<file path="config.mk">
export PLATFORM = sky130hd
export DESIGN_NAME = pwr_mode_ctrl
export DESIGN_NICKNAME = d
export VERILOG_FILES = /design/src/rtl/pwr_mode_ctrl.sv
export SDC_FILE = /design/constraint.sdc
export NUM_CORES = 1
export LEC_CHECK = 0
export BUFFER_PORTS_ARGS = -buffer_cell sky130_fd_sc_hd__buf_2
export CAP_MARGIN = 40
export CORE_MARGIN = 3
export CORE_UTILIZATION = 57
export DETAILED_ROUTE_END_ITERATION = 8
export PLACE_DENSITY = 0.85
export SLEW_MARGIN = 20
export SYNTH_ARGS = -nofsm -noshare
export SYNTH_HDL_FRONTEND = slang
export SYNTH_SLANG_ARGS = --single-unit
</file>
<file path="constraint.sdc">
create_clock -name clk -period 6.2 [get_ports clk]
set_clock_uncertainty 0.1 [all_clocks]
set_input_delay 1.24 -clock clk [delete_from_list [all_inputs] [get_ports clk]]
set_output_delay 1.24 -clock clk [all_outputs]
set_load 0.05 [all_outputs]
</file>
<file path="src/rtl/pwr_mode_ctrl.sv">
`timescale 1ns/1ps
module pwr_mode_ctrl #(
  parameter int ND = 6,
  parameter int LCW = 16,
  parameter logic [ND-1:0] DOM_RST = '1
) (
  input  logic          clk,
  input  logic          rst_n,
  input  logic          req_valid,
  input  logic [2:0]    req_mode,
  input  logic          dom_wr,
  input  logic [ND-1:0] dom_wdata,
  input  logic [LCW-1:0] lock_cnt,
  input  logic          wake_evt,
  input  logic [ND-1:0] dom_ack,
  input  logic          pgood,
  output logic          cpu_clk_en,
  output logic          clk_freeze,
  output logic          pll_en,
  output logic          main_pwr_en,
  output logic          int_rst_n,
  output logic [ND-1:0] dom_pwr_en,
  output logic [2:0]    cur_mode,
  output logic          busy
);
  localparam logic [2:0] M_NORM = 3'd0, M_IDLE = 3'd1, M_STOP = 3'd2,
                         M_DEEP = 3'd3, M_SLEEP = 3'd4;

  typedef enum logic [3:0] {
    S_RUN, S_IDLE, S_FRZ, S_PLLOFF, S_DOMOFF, S_RSTON, S_PWROFF,
    S_LOW, S_PWRON, S_RSTOFF, S_DOMON, S_PLLON
  } st_t;

  st_t st, st_n;
  logic [2:0] tgt;
  logic [ND-1:0] dom_sw;
  logic [LCW-1:0] cnt;
  logic wk_pend;
  logic accept, entering, wake, dom_off;

  assign accept   = req_valid && st == S_RUN && req_mode >= M_IDLE && req_mode <= M_SLEEP;
  assign entering = st inside {S_FRZ, S_PLLOFF, S_DOMOFF, S_RSTON, S_PWROFF};
  assign wake     = wake_evt || wk_pend;

  always_comb begin
    st_n = st;
    case (st)
      S_RUN:    if (accept) st_n = (req_mode == M_IDLE) ? S_IDLE : S_FRZ;
      S_IDLE:   if (wake_evt) st_n = S_RUN;
      S_FRZ:    st_n = S_PLLOFF;
      S_PLLOFF: st_n = (tgt == M_STOP) ? S_LOW : S_DOMOFF;
      S_DOMOFF: if (dom_ack == '0) st_n = (tgt == M_DEEP) ? S_LOW : S_RSTON;
      S_RSTON:  st_n = S_PWROFF;
      S_PWROFF: if (!pgood) st_n = S_LOW;
      S_LOW:    if (wake) st_n = (tgt == M_SLEEP) ? S_PWRON :
                                 (tgt == M_DEEP)  ? S_DOMON : S_PLLON;
      S_PWRON:  if (pgood) st_n = S_RSTOFF;
      S_RSTOFF: st_n = S_DOMON;
      S_DOMON:  if (dom_ack == dom_sw) st_n = S_PLLON;
      S_PLLON:  if (cnt == '0) st_n = S_RUN;
      default:  st_n = S_RUN;
    endcase
  end

  always_ff @(posedge clk or negedge rst_n) begin
    if (!rst_n) begin
      st      <= S_RUN;
      tgt     <= M_NORM;
      dom_sw  <= DOM_RST;
      cnt     <= '0;
      wk_pend <= 1'b0;
    end else begin
      st <= st_n;
      if (accept) tgt <= req_mode;
      if (dom_wr && st == S_RUN) dom_sw <= dom_wdata;
      if (st != S_PLLON) cnt <= lock_cnt;
      else if (cnt != '0) cnt <= cnt - 1'b1;
      wk_pend <= entering ? (wk_pend || wake_evt) : 1'b0;
    end
  end

  assign dom_off = st inside {S_DOMOFF, S_RSTON, S_PWROFF, S_PWRON, S_RSTOFF} ||
                   (st == S_LOW && tgt != M_STOP);

  assign cpu_clk_en  = st == S_RUN;
  assign clk_freeze  = !(st inside {S_RUN, S_IDLE});
  assign pll_en      = st inside {S_RUN, S_IDLE, S_FRZ, S_PLLON};
  assign main_pwr_en = !(st == S_PWROFF || (st == S_LOW && tgt == M_SLEEP));
  assign int_rst_n   = !(st inside {S_RSTON, S_PWROFF, S_PWRON} ||
                         (st == S_LOW && tgt == M_SLEEP));
  assign dom_pwr_en  = dom_off ? '0 : dom_sw;
  assign cur_mode    = (st == S_RUN) ? M_NORM : tgt;
  assign busy        = !(st inside {S_RUN, S_IDLE, S_LOW});
endmodule

</file>
Word level (Yosys, flattened, before mapping)
Cells that the tools add are included.
Storage, ports and cells
  register bits after elaboration: 30
Cells by class
  $add $sub $neg: 1
  order comparisons: 2
  equal/unequal tests: 26
  muxes and demuxes: 19
  reductions and logical operators: 26
Operators by type and width (count)
  one-hot mux 4 bit (12 select lines): 1
  two-way mux 16 bit: 2
  two-way mux 4 bit: 8
  equality test 4 x 3 -> 1 bit (second input constant): 4
  equality test 4 bit (second input constant): 4
  logical NOT 16 bit: 1
  nonzero test 16 bit: 1
  subtractor 16 x 1 -> 16 bit (second input constant): 1
  inequality test 2 bit (second input constant): 7
  nonzero test 5 bit: 2
  equality test 4 x 2 -> 1 bit (second input constant): 2
  two-way mux 2 bit: 4
  AND reduction 8 bit: 1
  equality test 3 x 2 -> 1 bit (second input constant): 2
  equality test 6 bit: 1
  logical AND 1 bit: 6
  logical NOT 6 bit: 1
  two-way mux 6 bit: 1
  nonzero test 3 bit: 2
  equality test 4 x 1 -> 1 bit (second input constant): 1
  logical NOT 1 bit: 4
  logical NOT 4 bit: 1
  logical OR 1 bit: 4
  inequality test 4 bit (second input constant): 1
  10 further kinds: 12

Longest topological paths before layout
Gate-level depths: netlist of the first run.
  word-level depth: 6
  gate-level depth with buffers: 8
  gate-level depth less buffers: 7

Worst setup path before layout of the first run
No wires, ideal clock.
  path type: reg-to-output
  start: register st[3]
  end: output cur_mode[0]
  arrival time: 2.264 ns
  path slack: 2.596 ns
  cell stages (with the launch flop): 4
  cells stage by stage: dfrtp_1 -> clkbuf_1 -> nor4_2 -> nor2_1
On the way
  word-level cells in the longest chain between the ends: 2
Ends and longest elaborated chain
  start: declaration: RTL line 34  | st_t st, st_n;
  start signal: assignment: RTL line 73  | st <= st_n;
  logical NOT 4 bit
  named net cpu_clk_en: RTL line 17  | output logic cpu_clk_en,
  two-way mux 3 bit: RTL line 92  | assign cur_mode = (st == S_RUN) ? M_NORM : tgt;
  end: declaration: RTL line 23  | output logic [2:0] cur_mode,
The timed path passes the listed nets, and every way through them passes these cells.

Final worst setup path of the first run
  start: register st[2]
  end: output dom_pwr_en[4]
On the way
  word-level cells in the longest chain between the ends: 4
  elaborated cells between the ends (all ways): 10
  those cells by class: eq/ne: 6; mux: 1; reduce/logical: 3
Ends and longest elaborated chain
  equality test 4 x 3 -> 1 bit, or another cell as far along: RTL line 82  | assign dom_off = st inside {S_DOMOFF, S_RSTON, S_PWROFF, S_PWRON, S_RSTOFF} ||
  nonzero test 5 bit / logical AND 1 bit (equally long branches): RTL line 82, 83
  logical OR 1 bit *: RTL line 82
  two-way mux 6 bit *: RTL line 91  | assign dom_pwr_en = dom_off ? '0 : dom_sw;
  end: declaration: RTL line 22  | output logic [ND-1:0] dom_pwr_en,
Every way passes the cells marked *; elsewhere a longest branch is shown, timed or not.

==> flow_summary_export.csv, run 1 <==
group,metric,value,unit
run_status,outcome,"complete, no violations",
sta,rsz0062_at_grt,"false",
power_and_ir_drop,power_leakage,1.02,nW
grt,gr-total-overflow,0,
drt,vias,1901,
setup_path,end_kind,"output pin",
sta,setup_tns,0,ps
sta,period_share,56.1,%
drt,routed_wirelength,4.51,mm
drt,drt_iter0_markers,121,
floorplan,io_pins,52,
power_and_ir_drop,cellInternalPower,516,µW
clocking,clock_path_buffers,2,
synthesis,synth_top_area_share,29.2,%
floorplan,die_x,66.1,µm
grt,grt_pass1_wl,7.58,mm
clocking,root_buffer,"clkbuf_4",
setup_path,cp-start-kind,"flip-flop",
power_and_ir_drop,p_comb_share,55.0,%
final_layout,syn_to_final_growth,16.4,%
setup_path,worstReg2RegStart,"st[2]$_DFFE_PN0P_",
clocking,cts_resized,0,
sta,max_freq,287,MHz
min_path,hp-class,"reg -> reg",
synthesis,ys_seq_elements,30,
floorplan,initial_core_util,60.3,%
synthesis,ys_warn_count,0,
final_layout,drive_above_1_share,26.7,%
clocking,clkSinkCount,30,
power_and_ir_drop,vdd_drop_max,0.232,mV
synthesis,synth_commonest_cells,"nand2_1 (30), dfrtp_1 (24), o21ai_1 (16)",
clocking,h-tree-depth,2,
grt,antenna_found_initial,0,
drt,viasPerCell,5.69,
setup_path,setup.worst_path.start,"st[2]$_DFFE_PN0P_",
synthesis,ys_seq_area_share,36.8,%
min_path,worstHoldStart,"wk_pend$_DFF_PN0_",
final_layout,fin_nets,326,
floorplan,chipHeight,66.1,µm
grt,grt_pass1_vias,1714,
synthesis,synth_edf_count,0,
clocking,clock_latency,320,ps
sta,hold_slack,454,ps
clocking,hold_buffers,0,
grt,grt_max_degree,31,
setup_path,critPathMaxFanout,23,
sta,hold_viol_final,0,
final_layout,n_fill_cell,284,
place,dp_hpwl,3.46,mm
clocking,clk_pin_slew,100,ps
sta,finalSetupViolCount,0,
synthesis,synth.most_common_cell,"nand2_1",
setup_path,critPathKind,"reg -> out",
run,cap_violations,0,
clocking,tritoncts,"yes",
synthesis,synth_ff_type,"dfrtp_1",
synthesis,ys_types,52,
synthesis,synth_area,2060,µm²
drt,drtPass1Iterations,4,
synthesis,synth_top_area_cell,"dfrtp_1",
clocking,cts_inserted_buffers,5,
floorplan,core,3420,µm²
grt,grt_util_all_layers,22.2,%
clocking,cts_setup_buffers,0,
synthesis,synth_area_leaders,"dfrtp_1 (29%), dfstp_2 (7.7%), xor2_1 (6.4%)",
setup_path,required,4860,ps
floorplan,dieArea,4370,µm²
place,io_buffer_count,51,
place,place_congestion,0.894,
power_and_ir_drop,power_frac_clock,11.4,%
sta,tightestPinTransition,812,ps
sta,maxSlewHeadroom,44.5,%
power_and_ir_drop,finalPower,1.05,mW
power_and_ir_drop,switching_share,51.1,%
sta,post-route-min-period,3480,ps
power_and_ir_drop,seqPwrFrac,33.5,%
power_and_ir_drop,switchingPower,538,µW
drt,wl_per_cell,13.5,µm
drt,drc,0,
synthesis,syn-num-nets,280,
drt,ant_nets,0,
floorplan,rows,21,
sta,slew_viol_final,0,
synthesis,avgSynthCellArea,8.54,µm²
setup_path,cp.arrival,2140,ps
power_and_ir_drop,cellPowerDensity,440,nW/µm²
synthesis,synth_cells,241,
final_layout,antenna_cells,0,
synthesis,synthArstFlopShare,100,%
[state kept, by name (all words and copies together) (netlist names)]
| signal | count |
|---|---|
| wk_pend | 1 |
| dom_sw | 6 |
| cnt | 16 |
| tgt | 3 |
| st | 4 |
[path summary, 6_finish.rpt]
| path | end | slack, ps | cells after the start |
|---|---|---|---|
| min in group asynchronous | tgt[2]$_DFFE_PN0P_ | 830 | 1 |
| setup reg to reg | st[3]$_DFFE_PN0P_ | 3620 | 5 |
| setup / recovery | dom_pwr_en[4] | 2720 | 5 |
| hold reg to reg | wk_pend$_DFF_PN0_ | 450 | 2 |
| max in group asynchronous | cnt[14]$_DFFE_PN0P_ | 4740 | 1 |
| hold / removal | wk_pend$_DFF_PN0_ | 450 | 2 |
[power groups by stage]
stage          Combinational, mW  Clock (mW)  Sequential [mW]
6_report                   0.580       0.121            0.353
5_1_grt                    0.623       0.134            0.368
4_1_cts                    0.581       0.125            0.351
3_5_place_dp               0.578           0            0.355
3_3_place_gp               0.569           0            0.353
2_1_floorplan              0.504           0            0.303
[cell usage in the layout (no fill, tap or decap), drive strengths merged, types with 2 or more instances in the layout]
cell type / Yosys / layout
a2111oi: 2 / 2
a21boi: 2 / 2
a21oi: 7 / 7
a31oi: 4 / 4
and2: 10 / 10
buf: 3 / 52
clkbuf: 10 / 6
dfrtp: 24 / 24
dfstp: 6 / 6
ha: 2 / 2
inv: 6 / 6
mux2: 6 / 6
mux2i: 3 / 3
nand2: 30 / 30
nand2b: 5 / 5
nand3: 6 / 6
nand3b: 2 / 2
nand4: 2 / 2
nor2: 15 / 15
nor2b: 5 / 5
nor3: 9 / 9
nor4: 6 / 6
o211ai: 5 / 5
o21a: 4 / 4
o21ai: 23 / 23
o31ai: 2 / 2
or2: 2 / 2
or3: 2 / 2
or4: 3 / 3
xnor2: 6 / 6
xor2: 15 / 15
[layer usage]
| metal | vias to the layer above | GRT usage, % | wire length (µm) |
|---|---|---|---|
| met5 | - | 0 | 0 |
| li1 | 955 | - | - |
| met1 | 890 | 29.5 | 2060 |
| met2 | 52 | 36.4 | 2190 |
| met3 | 4 | 4.93 | 231 |
| met4 | 0 | 5.58 | 32 |
[through the flow]
step	util, %	cell area (µm²)	instances	setup WS, ps
finish	70.1	2400	334	2720
global route	70.1	2400	334	2510
CTS	70.1	2400	334	2710
detailed placement	68.3	2330	326	3080
global placement	67.9	2320	325	3100
floorplan	-	2060	241	2600
[critical path: stages, from the launching register on]
cell and delay (ps):
dfrtp_1 620, nor2b_1 290, o21a_1 220, a21oi_1 260
and2_1 170, buf_2 250
[cells by family (layout without fill, tap and decap cells)]
family / Yosys count / after routing / share of synthesized area, %
buf+inv: 19 / 66 / 3.53
compound gates: 61 / 61 / 19.3
fa+ha+maj: 2 / 2 / 1.22
simple gates: 99 / 99 / 25.4
mux: 9 / 9 / 4.74
xor+xnor: 21 / 21 / 8.94
flops: 30 / 30 / 36.8
[area by class of cell]
| cell class | instances | area (µm²) | area share [%] |
|---|---|---|---|
| multi-input cells | 192 | 1230 | 51.2 |
| flip-flops and latches | 30 | 758 | 31.6 |
| repair buffers | 52 | 267 | 11.1 |
| well taps | 46 | 57.6 | 2.40 |
| clock buffers | 6 | 51.3 | 2.14 |
| inverters | 6 | 22.5 | 0.940 |
| clock inverters | 2 | 12.5 | 0.522 |
No activity file was read; power rests on OpenSTA's default activity.
==> run 2: changes to the inputs <==
Settings changed: ABC_AREA set to 1, CORE_UTILIZATION 57 to 48, PLACE_DENSITY 0.85 to 0.76.
Clock period 6.2 ns to 2.8 ns, I/O delays scaled along.
==> run 2 against run 1 <==
  * Synthesized cell count grew 23%
  * Hold slack got worse by 240 ps
  * Final cell count is 21% higher
  * Count of clock-buffer cells in the layout grew 1
  * Sequential cell count did not move
  * Clock power increased to 3.0 times the previous value
  * Design area increased by 1.7%
  * Largest cell class unchanged
==> flow_summary_export.csv, run 2 <==
group,metric,value,unit
run_status,outcome,"complete, no violations",
final_layout,layout_common_cells,"nand2_1 (77), nor2_1 (51), buf_2 (51), inv_1 (37), dfrtp_1 (24)",
final_layout,fin_nets,392,
drt,viasPerCell,5.00,
final_layout,largest_register_ffs,16,
synthesis,ys_warn_count,0,
grt,antenna_found_initial,0,
floorplan,chipHeight,71.2,µm
floorplan,io_pins,52,
synthesis,ys_seq_elements,30,
floorplan,initial_core_util,50.2,%
place,place_congestion,0.954,
synthesis,synth_commonest_cells,"nand2_1 (77), nor2_1 (51), inv_1 (37)",
sta,finalSetupViolCount,0,
final_layout,multi_input_area,1120,µm²
setup_path,worstReg2RegStart,"cnt[0]$_DFFE_PN0P_",
power_and_ir_drop,cellPowerDensity,1100,nW/µm²
setup_path,end_kind,"output pin",
final_layout,top_regs,"cnt (16), dom_sw (6), st (4)",
clocking,root_buffer,"clkbuf_8",
clocking,cts_setup_buffers,0,
final_layout,drive_above_1_share,24.3,%
power_and_ir_drop,switchingPower,1.47,mW
clocking,clkSinkCount,30,
place,dp_hpwl,3.70,mm
drt,drtPass1Iterations,4,
synthesis,syn-num-nets,336,
setup_path,reg2reg_to,"cnt[14]$_DFFE_PN0P_",
setup_path,crit_chain,"inv_1 > nand2_1 > nor2_1 > inv_1 > o221ai_2 > nor2_1 > buf_2",
setup_path,crit_slowest_cell,"dfrtp_1",
synthesis,synth_top_area_share,29.5,%
synthesis,synth_top_area_cell,"dfrtp_1",
setup_path,required,2140,ps
setup_path,critPathMaxFanout,6,
grt,grt_pass1_vias,1986,
grt,grt_pass1_wl,8.07,mm
sta,period_share,90.3,%
clocking,hold_buffers,0,
grt,grt_max_degree,31,
power_and_ir_drop,switching_share,54.9,%
sta,tightestPinTransition,676,ps
drt,wl_per_cell,11.6,µm
power_and_ir_drop,seqPwrFrac,26.1,%
power_and_ir_drop,cellInternalPower,1.21,mW
clocking,tritoncts,"yes",
drt,routed_wirelength,4.67,mm
final_layout,n_fill_cell,366,
setup_path,cp-start-kind,"flip-flop",
sta,slew_viol_final,0,
power_and_ir_drop,power_leakage,1.28,nW
final_layout,regMostFlops,"cnt",
clocking,cts_resized,0,
floorplan,dieArea,5060,µm²
setup_path,critPathKind,"reg -> out",
synthesis,ys_types,30,
clocking,clock_path_buffers,2,
clocking,cts_inserted_buffers,5,
synthesis,ys_seq_area_share,37.2,%
sta,hold_viol_final,0,
final_layout,seqCellArea,758,µm²
run,cap_violations,0,
final_layout,antenna_cells,0,
grt,grt_util_all_layers,19.4,%
synthesis,synth_area_leaders,"dfrtp_1 (29%), nand2_1 (14%), nor2_1 (9.4%)",
power_and_ir_drop,p_comb_share,60.5,%
setup_path,setup.worst_path.start,"st[3]$_DFFE_PN0P_",
setup_path,slowest_delay,410,ps
drt,vias,2020,
synthesis,synth_cells,297,
setup_path,cp.arrival,1870,ps
drt,ant_nets,0,
final_layout,layout_commonest_cell,"nand2_1",
synthesis,synth_ff_type,"dfrtp_1",
floorplan,die_x,71.2,µm
setup_path,r2r_cells,7,
sta,max_freq,396,MHz
grt,gr-total-overflow,0,
synthesis,synth_area,2040,µm²
sta,setup_tns,0,ps
min_path,hp-class,"in -> async",
power_and_ir_drop,finalPower,2.67,mW
final_layout,syn_to_final_growth,19.6,%
clocking,h-tree-depth,2,
sta,maxSlewHeadroom,54.9,%
clocking,clk_pin_slew,70,ps
setup_path,ff2ff_setup_slack,1060,ps
clocking,clock_latency,280,ps
power_and_ir_drop,vdd_drop_max,0.731,mV
synthesis,synthArstFlopShare,100,%
place,io_buffer_count,51,
drt,drt_iter0_markers,102,
sta,rsz0062_at_grt,"false",
sta,post-route-min-period,2530,ps
synthesis,synth_edf_count,0,
synthesis,synth.most_common_cell,"nand2_1",
drt,drc,0,
power_and_ir_drop,power_frac_clock,13.5,%
floorplan,rows,23,
floorplan,core,4060,µm²
synthesis,avgSynthCellArea,6.86,µm²
-- run 2: worst max path at each step --
stage / endpoint / cells after the start
floorplan: pll_en / 3
global placement: dom_pwr_en[0] / 7
detailed placement: dom_pwr_en[5] / 7
CTS: dom_pwr_en[4] / 6
global route: dom_pwr_en[1] / 7
finish: dom_pwr_en[4] / 7
-- run 2: layer usage --
layer	track usage (%)	up-vias	share of wire [%]
met3	3.69	4	6.7
li1	-	1044	-
met5	0	-	0
met4	4.80	0	0.68
met2	35.5	68	50
met1	23.2	904	43
-- run 2: per-stage QoR --
step	hold WS, ps	util (%)	setup slack, ps	area [µm²]	instances
after global routing	260	60.1	87.3	2440	404
after CTS	233	60.1	266	2440	404
after floorplan	164	-	323	2040	297
final	212	60.1	273	2440	404
after detailed placement	381	57.8	582	2350	396
after global placement	385	57.8	626	2350	396
-- run 2: layout make-up --
cell class,instances,share of cell area (%)
Inverter,41,6.31
Multi-Input combinational cell,224,45.8
Timing Repair Buffer,51,10.5
Sequential cell,30,31.1
Clock buffer,7,3.54
Tap cell,50,2.57
Clock inverter,1,0.205
-- run 2: critical path: cells and delay by family (launching register included) --
family	cells	cell delay (ps)
AOI/OAI and AO/OA	1	330
and+or+nand+nor	3	400
DFF	1	410
buffers and inverters	3	450
-- run 2: kinds of logic after synthesis --
group	count (synthesis)	synth area share [%]
AOI/OAI and AO/OA	32	8.96
buffers and inverters	43	8.04
xor gates and xnor gates	13	5.59
and+or+nand+nor	177	39.0
DFF	30	37.2
adders and majority gates	2	1.23
-- run 2: power groups by stage --
stage | Clock [mW] | Combinational (mW) | Sequential, mW
CTS | 0.372 | 1.63 | 0.697
global placement | 0 | 1.61 | 0.694
floorplan | 0 | 1.29 | 0.678
detailed placement | 0 | 1.62 | 0.703
finish | 0.360 | 1.62 | 0.697
global route | 0.386 | 1.78 | 0.718
